### src/rtl/tlb_pkg.sv
package tlb_pkg;
    typedef enum logic [0:0] {
        ST_LOOKUP     = 1'b0,
        ST_AWAIT_FILL = 1'b1
    } tlb_state_e;
endpackage

### src/rtl/tlb_cam.sv
module tlb_cam #(
    parameter int ENTRIES = 8,
    parameter int VPN_W   = 20,
    parameter int PPN_W   = 12,
    localparam int IDX_W  = $clog2(ENTRIES)
) (
    input  logic               clk,
    input  logic               rst_n,
    input  logic               flush,
    input  logic [VPN_W-1:0]   srch_vpn,
    input  logic [VPN_W-1:0]   fill_vpn,
    input  logic               wr_en,
    input  logic [IDX_W-1:0]   wr_idx,
    input  logic [PPN_W-1:0]   wr_ppn,
    output logic [ENTRIES-1:0] srch_match,
    output logic [ENTRIES-1:0] fill_match,
    output logic [ENTRIES-1:0] valid_vec,
    output logic [PPN_W-1:0]   hit_ppn
);
    logic [VPN_W-1:0] vpn_q [ENTRIES];
    logic [PPN_W-1:0] ppn_q [ENTRIES];

    for (genvar g = 0; g < ENTRIES; g++) begin : g_slot
        always_ff @(posedge clk or negedge rst_n) begin
            if (!rst_n) begin
                valid_vec[g] <= 1'b0;
                vpn_q[g]     <= '0;
                ppn_q[g]     <= '0;
            end else if (flush) begin
                valid_vec[g] <= 1'b0;
            end else if (wr_en && wr_idx == IDX_W'(g)) begin
                valid_vec[g] <= 1'b1;
                vpn_q[g]     <= fill_vpn;
                ppn_q[g]     <= wr_ppn;
            end
        end
        assign srch_match[g] = valid_vec[g] && (vpn_q[g] == srch_vpn);
        assign fill_match[g] = valid_vec[g] && (vpn_q[g] == fill_vpn);
    end

    always_comb begin
        hit_ppn = '0;
        for (int i = 0; i < ENTRIES; i++)
            if (srch_match[i]) hit_ppn |= ppn_q[i];
    end


    no_dup_match_chk: assert property (@(posedge clk) disable iff (!rst_n)
        $onehot0(srch_match));


    flush_clears_chk: assert property (@(posedge clk) disable iff (!rst_n)
        flush |=> (valid_vec == '0));
endmodule

### src/rtl/tlb_victim.sv
module tlb_victim #(
    parameter int ENTRIES = 8,
    localparam int IDX_W  = $clog2(ENTRIES)
) (
    input  logic               clk,
    input  logic               rst_n,
    input  logic               fill_go,
    input  logic [ENTRIES-1:0] valid_vec,
    input  logic [ENTRIES-1:0] fill_match,
    output logic [IDX_W-1:0]   wr_idx
);
    logic [IDX_W-1:0] rr_q;
    logic [IDX_W-1:0] match_idx;
    logic [IDX_W-1:0] free_idx;
    logic             any_match;
    logic             any_free;
    logic             replace;

    always_comb begin
        match_idx = '0;
        free_idx  = '0;
        for (int i = ENTRIES - 1; i >= 0; i--) begin
            if (fill_match[i]) match_idx = IDX_W'(i);
            if (!valid_vec[i]) free_idx = IDX_W'(i);
        end
    end

    assign any_match = |fill_match;
    assign any_free  = ~&valid_vec;
    assign replace   = fill_go && !any_match && !any_free;

    always_comb begin
        if (any_match)     wr_idx = match_idx;
        else if (any_free) wr_idx = free_idx;
        else               wr_idx = rr_q;
    end

    always_ff @(posedge clk or negedge rst_n) begin
        if (!rst_n)       rr_q <= '0;
        else if (replace) rr_q <= (rr_q == IDX_W'(ENTRIES - 1)) ? '0 : rr_q + IDX_W'(1);
    end


    victim_step_chk: assert property (@(posedge clk) disable iff (!rst_n)
        replace |=> (rr_q != $past(rr_q)));


    victim_hold_chk: assert property (@(posedge clk) disable iff (!rst_n)
        (fill_go && any_match) |=> $stable(rr_q));
endmodule

### src/rtl/tlb_ctrl.sv
module tlb_ctrl
    import tlb_pkg::*;
#(
    parameter int VPN_W = 20,
    parameter int CNT_W = 16
) (
    input  logic             clk,
    input  logic             rst_n,
    input  logic             lkp_valid,
    input  logic [VPN_W-1:0] lkp_vpn,
    input  logic             hit_raw,
    input  logic             fill_valid,
    output logic             lkp_ready,
    output logic             lkp_hit,
    output logic             walk_req,
    output logic [VPN_W-1:0] walk_vpn,
    output logic [CNT_W-1:0] hit_count,
    output logic [CNT_W-1:0] miss_count
);
    tlb_state_e state_q, state_d;
    logic       miss_taken;

    always_ff @(posedge clk or negedge rst_n) begin
        if (!rst_n) state_q <= ST_LOOKUP;
        else        state_q <= state_d;
    end

    always_comb begin
        state_d = state_q;
        unique case (state_q)
            ST_LOOKUP:     if (lkp_valid && !hit_raw) state_d = ST_AWAIT_FILL;
            ST_AWAIT_FILL: if (fill_valid)            state_d = ST_LOOKUP;
            default:       state_d = ST_LOOKUP;
        endcase
    end

    always_comb begin
        lkp_ready = (state_q == ST_LOOKUP);
        walk_req  = (state_q == ST_AWAIT_FILL);
        lkp_hit   = lkp_ready && lkp_valid && hit_raw;
    end

    assign miss_taken = lkp_ready && lkp_valid && !hit_raw;

    always_ff @(posedge clk or negedge rst_n) begin
        if (!rst_n) begin
            walk_vpn   <= '0;
            hit_count  <= '0;
            miss_count <= '0;
        end else begin
            if (lkp_hit) hit_count <= hit_count + CNT_W'(1);
            if (miss_taken) begin
                miss_count <= miss_count + CNT_W'(1);
                walk_vpn   <= lkp_vpn;
            end
        end
    end


    miss_to_wait_chk: assert property (@(posedge clk) disable iff (!rst_n)
        miss_taken |=> (walk_req && walk_vpn == $past(lkp_vpn)));


    fill_to_lookup_chk: assert property (@(posedge clk) disable iff (!rst_n)
        (walk_req && fill_valid) |=> lkp_ready);


    hit_count_chk: assert property (@(posedge clk) disable iff (!rst_n)
        lkp_hit |=> (hit_count == $past(hit_count) + CNT_W'(1) && $stable(miss_count)));
endmodule

### src/rtl/tlb_fa.sv
module tlb_fa #(
    parameter int ENTRIES = 8,
    parameter int VPN_W   = 20,
    parameter int PPN_W   = 12,
    parameter int CNT_W   = 16
) (
    input  logic             clk,
    input  logic             rst_n,
    input  logic             lkp_valid,
    input  logic [VPN_W-1:0] lkp_vpn,
    output logic             lkp_ready,
    output logic             lkp_hit,
    output logic [PPN_W-1:0] lkp_ppn,
    output logic             walk_req,
    output logic [VPN_W-1:0] walk_vpn,
    input  logic             fill_valid,
    input  logic [VPN_W-1:0] fill_vpn,
    input  logic [PPN_W-1:0] fill_ppn,
    input  logic             flush,
    output logic [CNT_W-1:0] hit_count,
    output logic [CNT_W-1:0] miss_count
);
    localparam int IDX_W = $clog2(ENTRIES);

    logic [ENTRIES-1:0] srch_match;
    logic [ENTRIES-1:0] fill_match;
    logic [ENTRIES-1:0] valid_vec;
    logic [IDX_W-1:0]   wr_idx;
    logic               fill_go;
    logic               hit_raw;

    assign fill_go = fill_valid && !flush;
    assign hit_raw = (|srch_match) && !flush;

    tlb_cam #(.ENTRIES(ENTRIES), .VPN_W(VPN_W), .PPN_W(PPN_W)) u_cam (
        .clk        (clk),
        .rst_n      (rst_n),
        .flush      (flush),
        .srch_vpn   (lkp_vpn),
        .fill_vpn   (fill_vpn),
        .wr_en      (fill_go),
        .wr_idx     (wr_idx),
        .wr_ppn     (fill_ppn),
        .srch_match (srch_match),
        .fill_match (fill_match),
        .valid_vec  (valid_vec),
        .hit_ppn    (lkp_ppn)
    );

    tlb_victim #(.ENTRIES(ENTRIES)) u_victim (
        .clk        (clk),
        .rst_n      (rst_n),
        .fill_go    (fill_go),
        .valid_vec  (valid_vec),
        .fill_match (fill_match),
        .wr_idx     (wr_idx)
    );

    tlb_ctrl #(.VPN_W(VPN_W), .CNT_W(CNT_W)) u_ctrl (
        .clk        (clk),
        .rst_n      (rst_n),
        .lkp_valid  (lkp_valid),
        .lkp_vpn    (lkp_vpn),
        .hit_raw    (hit_raw),
        .fill_valid (fill_valid),
        .lkp_ready  (lkp_ready),
        .lkp_hit    (lkp_hit),
        .walk_req   (walk_req),
        .walk_vpn   (walk_vpn),
        .hit_count  (hit_count),
        .miss_count (miss_count)
    );


    flush_blocks_hit_chk: assert property (@(posedge clk) disable iff (!rst_n)
        flush |-> !lkp_hit);
endmodule

### config.mk
export PLATFORM = sky130hd
export DESIGN_NAME = tlb_fa
export DESIGN_NICKNAME = d
export VERILOG_FILES = /design/src/rtl/tlb_pkg.sv /design/src/rtl/tlb_cam.sv /design/src/rtl/tlb_victim.sv /design/src/rtl/tlb_ctrl.sv /design/src/rtl/tlb_fa.sv
export SDC_FILE = /design/constraint.sdc
export NUM_CORES = 1
export LEC_CHECK = 0
export ABC_CLOCK_PERIOD_IN_PS = 2800
export BUFFER_PORTS_ARGS = -buffer_cell sky130_fd_sc_hd__buf_2
export CAP_MARGIN = 20
export CORE_MARGIN = 4
export CORE_UTILIZATION = 30
export DETAILED_ROUTE_END_ITERATION = 8
export GPL_TIMING_DRIVEN = 0
export PLACE_DENSITY = 0.54
export SYNTH_ARGS = -nofsm -noshare
export SYNTH_HDL_FRONTEND = slang
export SYNTH_SLANG_ARGS = --single-unit
### constraint.sdc
create_clock -name clk -period 2.8 [get_ports clk]
set_input_delay 0.56 -clock clk [delete_from_list [all_inputs] [get_ports clk]]
set_output_delay 0.56 -clock clk [all_outputs]
set_load 0.01 [all_outputs]
Yosys cells after proc, flatten, opt, wreduce, memory -nomap -nowiden. Index checks and enable logic that the tools add are counted.

Bits in registers: 320. Input port bits: 57. Output and inout port bits: 67. Word-level logic and storage cells: 166.

Equality and inequality tests: 24. Reduce and logical (&&, ||, !) cells: 55. Bitwise logic cells: 9. Mux-type cells: 46. Add/sub/neg operators: 3.

Operator list (number): equality test 20 bit (16); 2-to-1 mux 12 bit (8); bitwise OR 12 bit (7); 2-to-1 mux 3 bit (19); adder 16 x 1 -> 16 bit, second input constant (2); logical AND 1 bit (32); 2-to-1 mux 1 bit (18); AND reduction 2 bit (8); nonzero test 2 bit (8); OR reduction 8 bit (2); equality test 3 bit, second input constant (5); AND reduction 8 bit (1); equality test 3 x 2 -> 1 bit, second input constant (2); adder 3 x 1 -> 3 bit, second input constant (1); equality test 3 x 1 -> 1 bit, second input constant (1); logical NOT 1 bit (3); logical NOT 3 bit (1); NOT 1 bit (2); one-hot mux 1 bit (2 select lines) (1).

Depth between registers and ports, before layout. Gate-level depths: netlist of the first run.

Word-level depth: 17. Gate-level depth with buffers: 13. Mapped depth without buffers: 8.

Modules after synthesis. A second synthesis of the first run with hierarchy kept.

Cell total of the unflattened synthesis: 1557. Area total of the unflattened synthesis: 17590.6 um^2.

By module, submodules not included: tlb_cam (cells an instance 1301, seq. area each 6606.3 um^2, instances 1, area an instance 15023.2 um^2); tlb_ctrl (cells an instance 211, seq. area each 1326.3 um^2, instances 1, area an instance 2215.9 um^2); tlb_victim (cells an instance 41, seq. area each 75.1 um^2, instances 1, area an instance 327.8 um^2); tlb_fa (cells an instance 4, seq. area each 0.0 um^2, instances 1, area an instance 23.8 um^2).

Worst setup path after synthesis of the first run. OpenSTA, ideal clock, no wires.

Path kind: input port to flip-flop. From: in fill_vpn[3]. To: reg u_cam.ppn_q[60] (netlist bit). Data arrival time: 3.031 ns. Stages on the path: 12. Setup slack: -0.356 ns. Data required time: 2.675 ns. Path buffers: 4. Setup time: 0.125 ns. Cells stage by stage: buf_2 -> buf_2 -> xnor2_1 -> nand4_1 -> nor4_1 -> nand4_1 -> and4_1 -> and3_1 -> buf_2 -> nor4_4 -> buf_6 -> mux2_2.

Word-level cells in the longest chain between the ends: 14. Elaborated cells between the ends (all ways): 29. Those cells by class: eq/ne (9); mux (9); reduce/logical (11).

Ends and longest elaborated chain: start, declared (RTL line tlb_fa.sv:17) `input logic [VPN_W-1:0] fill_vpn,`; equality test 20 bit (RTL line tlb_cam.sv:38) `assign fill_match[g] = valid_vec[g] && (vpn_q[g] == fill_vpn);`; logical AND 1 bit (RTL line tlb_cam.sv:38); 2-to-1 mux 3 bit (8 in a row) (RTL line tlb_victim.sv:23) `if (fill_match[i]) match_idx = IDX_W'(i);`; 2-to-1 mux 3 bit * (RTL line tlb_victim.sv:33) `if (any_match) wr_idx = match_idx;`; equality test 3 x 2 -> 1 bit * (RTL line tlb_cam.sv:31) `end else if (wr_en && wr_idx == IDX_W'(g)) begin`; logical AND 1 bit * (RTL line tlb_cam.sv:31); AND reduction 2 bit (no line) *; end signal, assigned by index (RTL line tlb_cam.sv:34) `ppn_q[g] <= wr_ppn;`; end, declared (RTL line tlb_cam.sv:21) `logic [PPN_W-1:0] ppn_q [ENTRIES];`.

Mark *: on every way between the ends. The rest lies on a longest branch, timed or not. A chain may end at the register's enable or synchronous reset.

Final worst setup path of the first run.
From: reg u_cam.vpn_q[66] (netlist bit). To: out lkp_hit.

Word-level cells in the longest chain between the ends: 5.

Ends and longest elaborated chain: start, declared (RTL line tlb_cam.sv:20) `logic [VPN_W-1:0] vpn_q [ENTRIES];`; start signal, assigned by index (RTL line tlb_cam.sv:33) `vpn_q[g] <= fill_vpn;`; equality test 20 bit (RTL line tlb_cam.sv:37) `assign srch_match[g] = valid_vec[g] && (vpn_q[g] == srch_vpn);`; logical AND 1 bit (RTL line tlb_cam.sv:37); OR reduction 8 bit (RTL line tlb_fa.sv:33) `assign hit_raw = (|srch_match) && !flush;`; logical AND 1 bit (RTL line tlb_fa.sv:33); logical AND 1 bit (RTL line tlb_ctrl.sv:40) `lkp_hit = lkp_ready && lkp_valid && hit_raw;`; end, declared (RTL line tlb_fa.sv:12) `output logic lkp_hit,`.

Every way passes these cells.

==> qor.yml, run 1 <==
grt_pass1_vias: 13768
syn_area_per_cell_um2: 12.20
synth_compound_area_share_pct: 4.033
first_pass_iters: 6
grt_pass1_wl_mm: 92.04
place.gp.congestion: 0.9012
synthSimpleGateAreaFrac_pct: 9.746
synth-seq-area-share_pct: 46.17
fin_cells: 2449
p_per_area_mw_per_mm2: 588.2
dp_cells: 2263
final_antenna_net_count: 0
die_area_mm2: 0.06172
tritoncts: "yes"
ys_ff_latch: 320
dpl.hpwl_mm: 43.56
nets: 1724
synth_edf_count: 0
synth_xor_area_share_pct: 17.83
drv_slew: 0
clockBufferDepth: 3
vdd_ir_drop_max_v: 0.0005124
setup_viol: 277
worst-r2r-cell-count: 13
die_x_um: 248.4
yosys.cell_types.count: 54
portBuffers: 83
synth-main-ff-cell: "dfrtp_1"
routed-via-count: 12995
numCtsBuffers: 38
slew_headroom_pct: 42.23
critical_path_class: "flop to output port"
violations: "setup timing"
startpoint: "u_cam.vpn_q[66]"
fin_skew_ns: 0.01339
numClockSinks: 320
drive_gt1_share_pct: 48.73
hold_violations: 0
synth.area.mux_share_pct: 18.31
fin_crit_sh_pct: 116.8
wl_per_cell_um: 25.93
synth.top_cell.area_share_pct: 46.17
async_reset_ff_share_pct: 100.0
synth.most_common_cell: "dfrtp_1"
track_usage_pct: 19.63
yosysWarnings: 0
grt_overflow: 0
core_mm2: 0.05682
row_count: 87
synth_top_family_by_area: "multiplexers"
r2r_start: "u_cam.vpn_q[14]"
syn-cell-area_mm2: 0.01734
ctsHoldBuffers: 0
synthToLayoutAreaGrowth_pct: 38.90
start_util_pct: 30.52
synth_common_cells: "dfrtp_1, mux2_2, xnor2_1"
cts_root_buffer: "clkbuf_16"
synth_area_leader_cell: "dfrtp_1"
outcome: "finished, violations left"
drc: 0
rrSetupSlack_ns: -0.36
crit_arrival_ns: 2.71
whs_ns: 0.04754
wl_mm: 63.51
h-tree-depth: 2
ys_top_cells_by_area: "dfrtp_1, mux2_2, xnor2_1"
fin_crit_ns: 3.271
clk_latency_ns: 0.57
place_ws_ns: -1.490
num_io_pins: 124
synth-adder-area-share_pct: 0.2886
tns_ns: -72.43
cap_violations: 0
setup_ws_ns: -0.4713
r2r-end: "u_cam.vpn_q[54]"
p_leak_nw: 10.76
fp.dieH_um: 248.4
cp_max_fo: 4
synth_nets: 1483
fillCellCount: 5257
drt_iter0_markers: 915
rsz0062_at_grt: "yes"
crit_end: "lkp_hit"
grt_start_max_net_pins: 117
worst_setup_path_end_kind: "output port"
antenna_found_initial: 1
hold_class: "input port to asynchronous set/reset pin"
worst_pin_slew_ns: 0.8665
clock.fmax_mhz: 305.7
clk_pin_slew_worst_paths_ns: 0.06
vias_per_cell: 5.306
start_kind: "flop"
crit_required_ns: 2.24
syn_inst: 1422
[cell families (layout without fill, tap and decap cells)]
logic type,Yosys count,in the layout
simple gates,274,274
fa+ha+maj,4,4
xor+xnor,353,353
compound gates,82,82
mux,280,280
other cells,0,2
buf+inv,109,378
flops,320,320
[worst min-delay path by stage]
stage                                        to  slack, ns
final                     u_ctrl.miss_count[15]       0.05
after floorplan                  u_cam.ppn_q[0]       0.26
after CTS                 u_ctrl.miss_count[15]       0.08
after global placement     u_ctrl.hit_count[15]       0.46
after detailed placement  u_ctrl.miss_count[15]       0.46
after global routing       u_ctrl.miss_count[7]       0.11
[metal layers]
layer,part of all wire [%],GRT usage (%),vias to the layer above
met1,44,26.48,6837
met4,3.1,5.818,0
met5,0,0,-
met3,4.6,3.103,131
met2,48,32.70,434
li1,-,-,5593
[per-stage QoR]
step	instance area (um2)	total power, W	util (%)
global placement	19360	0.008423	34.06
global route	24090	0.01471	42.39
CTS	23220	0.01399	40.87
detailed placement	19420	0.008483	34.18
floorplan	17990	0.007557	-
finish	24090	0.01417	42.40
[state kept, by name, summed over array words and instances (netlist names)]
signal / count
u_cam.vpn_q: 160
u_cam.ppn_q: 96
u_ctrl.walk_vpn: 20
u_ctrl.hit_count: 16
u_ctrl.miss_count: 16
u_cam.valid_vec: 8
u_victim.rr_q: 3
u_ctrl.walk_req: 1
[worst max-delay path, cell delays in order (launching register included)]
cell,delay [ns]
dfrtp_1,0.43
xnor2_2,0.24
nand4_1,0.19
nor4_4,0.32
and4_4,0.37
buf_12,0.13
nor4_2,0.04
a211oi_2,0.17
buf_4,0.16
buf_6,0.10
[power by group]
group | internal (W) | leakage, nW | switching, W
Clock | 0.00308 | 0.647 | 0.00209
Sequential | 0.00523 | 4.20 | 0.000676
Combinational | 0.00168 | 5.91 | 0.00141
Total | 0.00999 | 10.8 | 0.00418
[layout make-up]
| type | instances | area, um2 | area share, % |
|---|---|---|---|
| inverters | 8 | 30.03 | 0.1246 |
| flip-flops and latches | 320 | 8039 | 33.37 |
| clock buffers | 53 | 1119 | 4.643 |
| diodes | 2 | 5.005 | 0.02077 |
| repair buffers | 211 | 2257 | 9.369 |
| well taps | 756 | 945.9 | 3.926 |
| plain buffers | 91 | 1007 | 4.181 |
| clock inverters | 15 | 180.2 | 0.7479 |
| multi-input cells | 993 | 10510 | 43.62 |
[what timing repair did]
| action | in CTS | in global routing |
|---|---|---|
| resized for setup | 271 | 205 |
| setup endpoints to repair | 329 | 304 |
| gates cloned | 20 | 3 |
| pin swaps | 56 | 56 |
| setup buffers | 80 | 39 |
[cell usage in the layout (no fill, tap or decap), types with 11 or more instances in the layout]
cell         n
a22o_1      13
a22oi_1     22
buf_12      44
buf_16      12
buf_2       86
buf_4       48
buf_6       65
buf_8       19
clkbuf_16   44
clkbuf_2    15
dfrtp_1    295
dfrtp_2     25
mux2_2      85
mux2_4     195
nand2_1     18
nand3_1     40
nand4_1     86
nor3_1      11
nor4_1      20
nor4_2      22
xnor2_1    174
xnor2_2     71
xor2_1     103
Power figures use the tool's default switching activity.
==> inputs of run 2 (changes only) <==
SETUP_SLACK_MARGIN = 0.02   (was not set)
==> run 2 against run 1 <==
Effect of this change:
- the flow still finishes with violations (setup timing)
- wire length increased by 1.5%
- final cell count unchanged
- clock skew increased by 0.023 ns
- sequential power about the same
- final area increased by 0.25%
- maximum frequency increased by 0.81%
- sequential share of layout area decreased by 0.093 points
- highest routed layer unchanged
==> qor.yml, run 2 (same netlist as run 1, synthesis figures left out) <==
cp_max_fo: 10  # +6
vias_per_cell: 5.278  # -0.52%
seqPwrFrac_pct: 40.7  # -1.0 points
worst_pin_slew_ns: 0.9009  # +0.03445 ns
portBuffers: 83  # unchanged
critical-path-max-stage-delay_ns: 0.36  # -0.07 ns
start_util_pct: 30.52  # unchanged
wl_per_cell_um: 26.31  # +1.5%
cap_violations: 0  # unchanged
hold_class: "input port to asynchronous set/reset pin"
setup_viol: 276  # -0.36%
power.internal_w: 0.01028  # +2.8%
fin_area_mm2: 0.02415  # +0.25%
row_count: 87  # unchanged
drc: 0  # unchanged
numClockSinks: 320  # unchanged
fin_cells: 2449  # unchanged
combPwrFrac_pct: 22.2  # +0.4 points
violations: "setup timing"
clk_pin_slew_worst_paths_ns: 0.05  # about the same
numCtsBuffers: 39  # +2.6%
switching_power_w: 0.004229  # +1.3%
start_kind: "input port"
grtUsageMet2_pct: 32.56  # -0.13 points
rsz0062_at_grt: "yes"
p_sw_share_pct: 29.15  # -0.31 points
hold_violations: 0  # unchanged
cts_root_buffer: "clkbuf_16"
routed-via-count: 12927  # -0.52%
dp_cells: 2263  # unchanged
clockBufferDepth: 3  # unchanged
p_per_area_mw_per_mm2: 600.7  # +2.1%
fillCellCount: 5258  # +0.019%
worst_setup_path_end_kind: "output port"
nets: 1726  # +0.12%
first_pass_iters: 5  # -1
place.gp.congestion: 0.9222  # +2.3%
ctsHoldBuffers: 0  # unchanged
track_usage_pct: 19.54  # -0.088 points
drive_gt1_share_pct: 49.17  # +0.44 points
grt_pass1_vias: 13783  # +0.11%
largest_reg_flops: 160  # unchanged
outcome: "finished, violations left"
num_io_pins: 124  # unchanged
final_cell_mix: "dfrtp_1, mux2_4, xnor2_1"
setup_ws_ns: -0.4451  # +0.02619 ns
synthToLayoutAreaGrowth_pct: 39.24
clock.fmax_mhz: 308.2  # +0.81%
dpl.hpwl_mm: 43.78  # +0.49%
grt_pass1_wl_mm: 91.91  # -0.14%
cp.buffers_inverters: 5  # +2
crit_required_ns: 2.24  # about the same
fin_crit_sh_pct: 115.9  # -0.94 points
clk_latency_ns: 0.58  # about the same
tritoncts: "yes"
critical_path.slowest_cell: "and4_4"
fin_skew_ns: 0.03625  # +0.02286 ns
place_area_mm2: 0.01942  # about the same
fp.dieH_um: 248.4  # unchanged
drt_iter0_markers: 806  # -12%
wl_mm: 64.44  # +1.5%
slew_headroom_pct: 39.94  # -2.3 points
core_mm2: 0.05682  # unchanged
layout_commonest_cell: "dfrtp_1"
h-tree-depth: 2  # unchanged
cp_top_family: "simple AND/OR/NAND/NOR gates"
grt_start_max_net_pins: 111  # -5.1%
antenna_found_initial: 3  # +2
fin_crit_ns: 3.245  # -0.02619 ns
grtUsageMet3_pct: 2.685  # -0.42 points
crit_arrival_ns: 2.69  # -0.02 ns
vdd_ir_drop_max_v: 0.0004726  # -7.8%
regMostFlops: "u_cam.vpn_q"
die_area_mm2: 0.06172  # unchanged
p_clk_share_pct: 37.1  # +0.6 points
grt_overflow: 0  # unchanged
final_antenna_net_count: 0  # unchanged
whs_ns: 0.03534  # -0.01220 ns
grt.busiest_layer: "met2"
grtUsageMet1_pct: 26.68  # +0.20 points
reg_top3: "u_cam.vpn_q (160), u_cam.ppn_q (96), u_ctrl.walk_vpn (20)"
die_x_um: 248.4  # unchanged
p_leak_nw: 10.77  # +0.12%
crit_chain: "buf_2 -> buf_4 -> xnor2_2 -> nand4_1 -> nor4_2 -> and4_4 -> buf_6 -> nor4_1 -> a211oi_2 -> buf_4 -> buf_6"
critical_path_class: "input port to output port"
drv_slew: 0  # unchanged
## run 2: cell types whose count changed in the layout (fill, tap and decap cells not counted), moves of 6 or more
cell / change
xnor2_2: +13
mux2_2: +28
nor4_2: -6
xnor2_1: -13
clkbuf_16: +11
clkbuf_2: -7
buf_8: -7
mux2_4: -28
## run 2: area by class of cell
type | instances | area [um2] | area share [%]
Antenna cell | 1 | 2.502 | 0.01036
Buffer | 96 | 1156 | 4.787
Clock buffer | 52 | 1126 | 4.663
Clock inverter | 16 | 229.0 | 0.9481
Inverter | 8 | 30.03 | 0.1243
Multi-Input combinational cell | 993 | 10500 | 43.46
Sequential cell | 320 | 8036 | 33.28
Tap cell | 756 | 945.9 | 3.917
Timing Repair Buffer | 207 | 2130 | 8.818
## run 2: routing by layer
metal / part of all wire [%] / wire length [um]
met5: 0 / 0
met4: 2.7 / 1734
met3: 5.0 / 3226
met2: 48 / 31100
met1: 44 / 28380
## run 2: worst paths after layout
path / endpoint / cells after the start / from / slack (ns)
min: u_ctrl.hit_count[0] / 1 / rst_n / 0.04
max: lkp_hit / 11 / lkp_vpn[0] / -0.45
min in group clk: u_ctrl.walk_req / 2 / fill_valid / 0.23
max reg2reg: u_cam.vpn_q[115] / 13 / u_cam.vpn_q[158] / -0.38
max in group asynchronous: u_cam.vpn_q[44] / 3 / rst_n / 1.20
min reg2reg: u_ctrl.miss_count[15] / 1 / u_ctrl.miss_count[15] / 0.47
## run 2: repair_timing
action,CTS,global route
gates cloned,11,14
setup endpoints to repair,327,314
pin swaps,55,49
buffers inserted,64,37
gates resized for setup,256,190
## run 2: power by group through the flow
| stage | Combinational [W] | Sequential (W) | Clock [W] |
|---|---|---|---|
| after global placement | 0.00255 | 0.00588 | 0 |
| after CTS | 0.00292 | 0.00586 | 0.00548 |
| after floorplan | 0.00177 | 0.00578 | 0 |
| final | 0.00321 | 0.00590 | 0.00539 |
| after detailed placement | 0.00259 | 0.00590 | 0 |
| after global routing | 0.00340 | 0.00597 | 0.00567 |
## run 2: stage by stage
step	setup slack [ns]	utilization (%)	setup TNS (ns)	total power, W
2_1_floorplan	-0.2767	-	-38.71	0.007558
5_1_grt	-0.5379	42.50	-97.87	0.01503
4_1_cts	-0.4306	40.23	-57.46	0.01426
3_5_place_dp	-1.434	34.18	-369.48	0.008484
3_3_place_gp	-5.045	34.07	-1961.18	0.008431
6_report	-0.4451	42.50	-72.90	0.01451
